`src/rtl/ptp_tc_pkg.sv`:
```
package ptp_tc_pkg;
  typedef enum logic {
    MODE_COARSE = 1'b0,
    MODE_FINE   = 1'b1
  } upd_mode_e;

  localparam logic [1:0] REG_MODE   = 2'd0;
  localparam logic [1:0] REG_INCR   = 2'd1;
  localparam logic [1:0] REG_ADDEND = 2'd2;
endpackage

```
`src/rtl/ptp_tc_cfg.sv`:
```
module ptp_tc_cfg
  import ptp_tc_pkg::*;
#(
  parameter int INCR_W = 9,
  parameter int ACC_W  = 32,
  parameter int DATA_W = 32
) (
  input  logic              clk,
  input  logic              rst_n,
  input  logic              we,
  input  logic [1:0]        addr,
  input  logic [DATA_W-1:0] wdata,
  output upd_mode_e         mode,
  output logic [INCR_W-1:0] incr,
  output logic [ACC_W-1:0]  addend
);
  always_ff @(posedge clk or negedge rst_n) begin
    if (!rst_n) begin
      mode   <= MODE_COARSE;
      incr   <= '0;
      addend <= '0;
    end else if (we) begin
      case (addr)
        REG_MODE:   mode   <= upd_mode_e'(wdata[0]);
        REG_INCR:   incr   <= wdata[INCR_W-1:0];
        REG_ADDEND: addend <= wdata[ACC_W-1:0];
        default:    ;
      endcase
    end
  end

  assert_addend_write_R8: assert property (@(posedge clk) disable iff (!rst_n)
    (we && addr == REG_ADDEND) |=> addend == $past(wdata[ACC_W-1:0]));
  assert_incr_write_R8: assert property (@(posedge clk) disable iff (!rst_n)
    (we && addr == REG_INCR) |=> incr == $past(wdata[INCR_W-1:0]));
  assert_unused_addr_R8: assert property (@(posedge clk) disable iff (!rst_n)
    (we && addr == 2'd3) |=> ($stable(incr) && $stable(addend) && $stable(mode)));
endmodule

```
`src/rtl/ptp_tc_phase.sv`:
```
module ptp_tc_phase #(
  parameter int ACC_W = 32
) (
  input  logic             clk,
  input  logic             rst_n,
  input  logic             run,
  input  logic             clear,
  input  logic [ACC_W-1:0] addend,
  output logic             carry
);
  logic [ACC_W:0]   sum;
  logic [ACC_W-1:0] acc_q;

  assign sum   = {1'b0, acc_q} + {1'b0, addend};
  assign carry = run & sum[ACC_W];

  always_ff @(posedge clk or negedge rst_n) begin
    if (!rst_n)     acc_q <= '0;
    else if (clear) acc_q <= '0;
    else if (run)   acc_q <= sum[ACC_W-1:0];
  end

  assert_acc_hold_coarse_R2: assert property (@(posedge clk) disable iff (!rst_n)
    (!run && !clear) |=> $stable(acc_q));
  assert_acc_clear_R7: assert property (@(posedge clk) disable iff (!rst_n)
    clear |=> acc_q == '0);
  assert_zero_addend_no_carry_R5: assert property (@(posedge clk) disable iff (!rst_n)
    (addend == '0) |-> !carry);
  assert_half_addend_alternates_R4: assert property (@(posedge clk) disable iff (!rst_n)
    (run && !clear && addend == {1'b1, {(ACC_W-1){1'b0}}}) |=>
      (run && !clear && $stable(addend)) |-> (carry != $past(carry)));
endmodule

```
`src/rtl/ptp_tc_clock.sv`:
```
module ptp_tc_clock #(
  parameter int SEC_W      = 32,
  parameter int NS_W       = 30,
  parameter int INCR_W     = 9,
  parameter int NS_PER_SEC = 1_000_000_000
) (
  input  logic              clk,
  input  logic              rst_n,
  input  logic              step_en,
  input  logic [INCR_W-1:0] incr,
  input  logic              load,
  input  logic [SEC_W-1:0]  load_sec,
  input  logic [NS_W-1:0]   load_ns,
  output logic [SEC_W-1:0]  sec_q,
  output logic [NS_W-1:0]   ns_q
);
  localparam logic [NS_W:0] NS_LIMIT = (NS_W+1)'(NS_PER_SEC);

  logic [NS_W:0]   ns_sum;
  logic            wrap;
  logic [NS_W-1:0] ns_next;

  always_comb begin
    ns_sum  = {1'b0, ns_q} + (step_en ? (NS_W+1)'(incr) : '0);
    wrap    = (ns_sum >= NS_LIMIT);
    ns_next = wrap ? NS_W'(ns_sum - NS_LIMIT) : ns_sum[NS_W-1:0];
  end

  always_ff @(posedge clk or negedge rst_n) begin
    if (!rst_n) begin
      sec_q <= '0;
      ns_q  <= '0;
    end else if (load) begin
      sec_q <= load_sec;
      ns_q  <= load_ns;
    end else begin
      ns_q <= ns_next;
      if (wrap) sec_q <= sec_q + 1'b1;
    end
  end

  assert_ns_in_range_R6: assert property (@(posedge clk) disable iff (!rst_n)
    ({1'b0, ns_q} < NS_LIMIT));
  assert_sec_single_step_R6: assert property (@(posedge clk) disable iff (!rst_n)
    !load |=> (sec_q == $past(sec_q) || sec_q == $past(sec_q) + 1'b1));
  assert_load_wins_R7: assert property (@(posedge clk) disable iff (!rst_n)
    load |=> (sec_q == $past(load_sec) && ns_q == $past(load_ns)));
  assert_no_step_frozen_R5: assert property (@(posedge clk) disable iff (!rst_n)
    (!load && !step_en) |=> ($stable(sec_q) && $stable(ns_q)));
endmodule

```
`src/rtl/ptp_time_counter.sv`:
```
module ptp_time_counter
  import ptp_tc_pkg::*;
#(
  parameter int SEC_W      = 32,
  parameter int NS_W       = 30,
  parameter int INCR_W     = 9,
  parameter int ACC_W      = 32,
  parameter int DATA_W     = 32,
  parameter int NS_PER_SEC = 1_000_000_000
) (
  input  logic              clk,
  input  logic              rst_n,
  input  logic              cfg_we,
  input  logic [1:0]        cfg_addr,
  input  logic [DATA_W-1:0] cfg_wdata,
  input  logic              load_en,
  input  logic [SEC_W-1:0]  load_sec,
  input  logic [NS_W-1:0]   load_ns,
  output logic [SEC_W-1:0]  time_sec,
  output logic [NS_W-1:0]   time_ns
);
  upd_mode_e         mode;
  logic [INCR_W-1:0] incr;
  logic [ACC_W-1:0]  addend;
  logic              fine_run;
  logic              carry;
  logic              step_en;

  ptp_tc_cfg #(.INCR_W(INCR_W), .ACC_W(ACC_W), .DATA_W(DATA_W)) cfg_i (
    .clk(clk), .rst_n(rst_n), .we(cfg_we), .addr(cfg_addr), .wdata(cfg_wdata),
    .mode(mode), .incr(incr), .addend(addend)
  );

  assign fine_run = (mode == MODE_FINE) && !load_en;

  ptp_tc_phase #(.ACC_W(ACC_W)) phase_i (
    .clk(clk), .rst_n(rst_n), .run(fine_run), .clear(load_en),
    .addend(addend), .carry(carry)
  );

  assign step_en = (mode == MODE_FINE) ? carry : 1'b1;

  ptp_tc_clock #(.SEC_W(SEC_W), .NS_W(NS_W), .INCR_W(INCR_W), .NS_PER_SEC(NS_PER_SEC)) clock_i (
    .clk(clk), .rst_n(rst_n), .step_en(step_en), .incr(incr), .load(load_en),
    .load_sec(load_sec), .load_ns(load_ns), .sec_q(time_sec), .ns_q(time_ns)
  );

  assert_coarse_every_edge_R2: assert property (@(posedge clk) disable iff (!rst_n)
    (mode == MODE_COARSE && !load_en && incr != '0) |=> !$stable(time_ns));
  assert_reset_time_R1: assert property (@(posedge clk) disable iff (!rst_n)
    ($rose(rst_n)) |-> (time_sec == '0));
endmodule

```
`config.mk`:
```
export PLATFORM = sky130hd
export DESIGN_NAME = ptp_time_counter
export DESIGN_NICKNAME = d
export VERILOG_FILES = /design/src/rtl/ptp_tc_pkg.sv /design/src/rtl/ptp_tc_cfg.sv /design/src/rtl/ptp_tc_phase.sv /design/src/rtl/ptp_tc_clock.sv /design/src/rtl/ptp_time_counter.sv
export SDC_FILE = /design/constraint.sdc
export NUM_CORES = 1
export LEC_CHECK = 0
export ABC_AREA = 1
export BUFFER_PORTS_ARGS = -buffer_cell sky130_fd_sc_hd__buf_2
export CELL_PAD_IN_SITES_DETAIL_PLACEMENT = 1
export CELL_PAD_IN_SITES_GLOBAL_PLACEMENT = 1
export CORE_ASPECT_RATIO = 0.9
export CORE_UTILIZATION = 37
export CTS_BUF_LIST = sky130_fd_sc_hd__clkbuf_16
export DETAILED_ROUTE_END_ITERATION = 10
export PLACE_DENSITY = 0.85
export SLEW_MARGIN = 10
export SYNTH_ARGS = -nofsm -noshare
export SYNTH_HDL_FRONTEND = slang
export SYNTH_SLANG_ARGS = --single-unit
```
`constraint.sdc`:
```
create_clock -name clk -period 4.5 [get_ports clk]
set_clock_uncertainty 0.2 [all_clocks]
set_input_delay 0.225 -clock clk [delete_from_list [all_inputs] [get_ports clk]]
set_output_delay 0.225 -clock clk [all_outputs]
set_load 0.02 [all_outputs]
```
==> qor.json <==
{
  "run_status": {
    "status": "finished, violations left",
    "failed_checks": "negative setup slack"
  },
  "logic_synthesis": {
    "yosys.cell_count.top_type": "nand2_1",
    "synth-warning-count": 0,
    "mean_area_per_synthesized_cell_um2": 6.96,
    "syn-num-nets": 1565,
    "synthArstFlopShare_pct": 100,
    "synth_seq_cells": 136,
    "synth_enable_flop_cells": 0,
    "postSynth.topFlopCell": "dfrtp_1",
    "yosysTopAreaCellShare_pct": 34.4,
    "synth.cell_area_um2": 9880,
    "synth_commonest_cells": "487 x nand2_1, 146 x inv_1, 142 x nand3_1",
    "yosysTopAreaCell": "dfrtp_1",
    "synth_area_leaders": "dfrtp_1 34%, nand2_1 18%, nand3_1 7.2%",
    "yosys_cell_types": 49,
    "ys_seq_area_share_pct": 34.4,
    "synth_cells": 1420
  },
  "timing": {
    "min_period_over_period_pct": 130,
    "layout_setup_ws_ps": -1370,
    "worst_slew_pin_slew_ps": 1130,
    "rsz_0062_raised_after_global_routing": "yes",
    "final_max_slew_viol_count": 0,
    "max_freq_ghz": 0.170,
    "finalHoldViolCount": 0,
    "timing.final.setup_violations": 53,
    "min_period_ps": 5870,
    "max_slew_margin_pct": 24.1
  },
  "cells_and_area": {
    "proportion_of_layout_cells_with_a_drive_suffix_above_1_pct": 36.1,
    "fin_cells": 2263,
    "post-route-util_pct": 59.5,
    "nFillCells": 3266,
    "synthToLayoutAreaGrowth_pct": 57.3,
    "net_count_final": 2044
  },
  "floorplan": {
    "io_pins": 162,
    "floorplan.die.width_um": 174,
    "design.die.area_um2": 27400,
    "dieHeight_um": 157,
    "core-area_um2": 26100,
    "floorplan.rows": 56,
    "initial_core_util_pct": 37.8
  },
  "global_routing": {
    "grt_start_max_net_pins": 76,
    "grt_pass1_wl_mm": 72.7,
    "grt_pass1_vias": 13600,
    "remaining_overflow_grt": 0,
    "gr-usage-all-layers_pct": 33.8,
    "grt_antenna_before_repair": 5
  },
  "worst_setup_path": {
    "worst-endpoint-required_ps": 4680,
    "worstSetupStartpointType": "flop",
    "crit_path_max_fanout": 7,
    "startpoint": "phase_i.acc_q[0]",
    "timing.setup.critical_path_class": "flop to flop",
    "r2r-end": "clock_i.ns_q[13]",
    "timing.rr.start": "phase_i.acc_q[0]",
    "worst_r2r_path_depth": 36,
    "critPathMaxStageDelay_ps": 380,
    "cpMostUsedCell": "nand2_1",
    "worst_setup_path_end_kind": "flop",
    "crit_arrival_ps": 6050,
    "critical-path-slowest-cell": "dfrtp_1",
    "r2r_slack_ps": -1370
  },
  "placement": {
    "pre_cts_ws_ps": -798,
    "place_hpwl_mm": 27.6,
    "placement.io_buffers": 161,
    "place.detailed.instances": 2070,
    "gpl.final_weighted_congestion": 0.906
  },
  "detailed_routing": {
    "route.detailed.vias_per_inst": 5.94,
    "drtIter0Drc": 1631,
    "totalWireLength_mm": 56.3,
    "wire_per_inst_um": 24.9,
    "drt-pass1-iter-count": 6,
    "detail_route.drc_violations": 0,
    "via_total_after_detailed_routing": 13400,
    "ant_nets": 0
  },
  "clock_network": {
    "library_cell_used_as_clock_root_buffer": "clkbuf_16",
    "clk_pin_slew_worst_paths_ps": 80,
    "cts-root-to-sink-buffers": 2,
    "cts_buffers": 17,
    "cts_h_tree_depth": 4,
    "clock_tree_from_tritoncts": "done",
    "worst_skew_pair.late_latency_ps": 460,
    "cts.sink_count": 136
  },
  "pwr": {
    "p_leak_nw": 7.89,
    "share_clk_of_total_power_pct": 22.1,
    "worst_ir_drop_vdd_mv": 0.263,
    "p_switching_mw": 3.01,
    "switching_share_pct": 45.1,
    "cell_internal_pwr_mw": 3.67,
    "p_per_area_nw_per_um2": 430,
    "pwr-share-seq_pct": 25.6,
    "power.share.combinational_pct": 52.3
  },
  "worst_hold_path": {
    "timing.hold.worst.class": "input port to async pin"
  },
  "run": {
    "timing.max_cap.violations": 0
  }
}
==> cell usage in the layout (no fill, tap or decap), types with 10 or more instances in the layout <==
cell type      instances
nand2_1              390
buf_4                210
buf_2                160
inv_1                138
dfrtp_1              136
nand3_1              105
dlygate4sd3_1         98
nand2_2               76
o21ai_0               71
nor2_1                68
a21oi_1               39
nand4_1               36
nand3_2               35
ha_1                  33
nand2_4               25
mux2_2                23
xor2_1                22
clkbuf_16             21
nor2_2                17
xnor2_1               17
nor2_4                15
nor3_1                14
or2_2                 12
buf_6                 11
inv_2                 10
a31oi_1               10
==> metal layers <==
metal / global-route usage, % / part of all wire (%) / vias to the layer above
li1: - / - / 5622
met4: 19.3 / 6.6 / 2
met3: 5.87 / 8.3 / 345
met2: 59.7 / 47 / 898
met1: 38.8 / 38 / 6566
met5: 0 / 0.023 / -
==> final cells by class <==
class                      count  area (um2)  share of cell area [%]
antenna                        3        7.51                  0.0483
clock buffer                  17         425                    2.74
clock inverter                15         139                   0.893
inverter                     151         574                    3.69
multi-input combinational   1100        6760                    43.5
sequential                   136        3400                    21.9
tap                          348         435                    2.80
timing repair buffer         493        3800                    24.4
==> stage by stage <==
| step | hold slack, ps | instance area [um2] | power, mW | setup TNS (ps) |
|---|---|---|---|---|
| 6_report | 52.0 | 15500 | 6.69 | -67970 |
| 5_1_grt | 104 | 15500 | 6.91 | -78810 |
| 4_1_cts | 95.8 | 14600 | 5.98 | -26320 |
| 3_5_place_dp | -24.7 | 12400 | 4.18 | -39920 |
| 3_3_place_gp | -32.5 | 12400 | 4.03 | -30410 |
| 2_1_floorplan | -271 | 9950 | 2.98 | 0 |
==> power groups by stage <==
stage | Sequential [mW] | Combinational, mW | Clock (mW)
3_3_place_gp | 1.65 | 2.38 | 0
3_5_place_dp | 1.67 | 2.51 | 0
6_report | 1.71 | 3.50 | 1.48
4_1_cts | 1.66 | 2.87 | 1.45
2_1_floorplan | 1.68 | 1.30 | 0
5_1_grt | 1.72 | 3.67 | 1.51
==> critical path: cells and delay by family, from the launching register on <==
family | cells | cell delay (ps)
buffers and inverters | 5 | 600
and+or+nand+nor | 24 | 3170
DFF | 1 | 380
AOI/OAI and AO/OA | 4 | 640
adders and majority gates | 3 | 790
==> state kept, by name, indices dropped and copies added (netlist names) <==
signal	count
cfg_i.addend	32
clock_i.sec_q	32
phase_i.acc_q	32
clock_i.ns_q	30
cfg_i.incr	9
cfg_i.mode	1
==> cells by family after synthesis <==
family	count (synthesis)	share of synthesized area, %
AOI/OAI and AO/OA	173	9.95
xor gates and xnor gates	40	3.54
adders and majority gates	45	5.85
buffers and inverters	185	7.62
DFF	136	34.4
muxes	23	2.62
and+or+nand+nor	818	36.0
==> worst max path at each step <==
stage	endpoint	slack, ps
finish	clock_i.ns_q[13]	-1370
global route	clock_i.ns_q[13]	-1560
CTS	clock_i.ns_q[26]	-550
detailed placement	clock_i.ns_q[26]	-800
global placement	clock_i.ns_q[26]	-630
floorplan	clock_i.ns_q[14]	1
==> what timing repair did <==
item,CTS,global route
hold buffers,98,0
buffers inserted,28,29
setup endpoints to repair,53,57
hold endpoints to repair,142,0
pin swaps,33,74
gates cloned,4,3
resized for setup,104,161
Note: power is estimated with default switching activity, not from simulation.
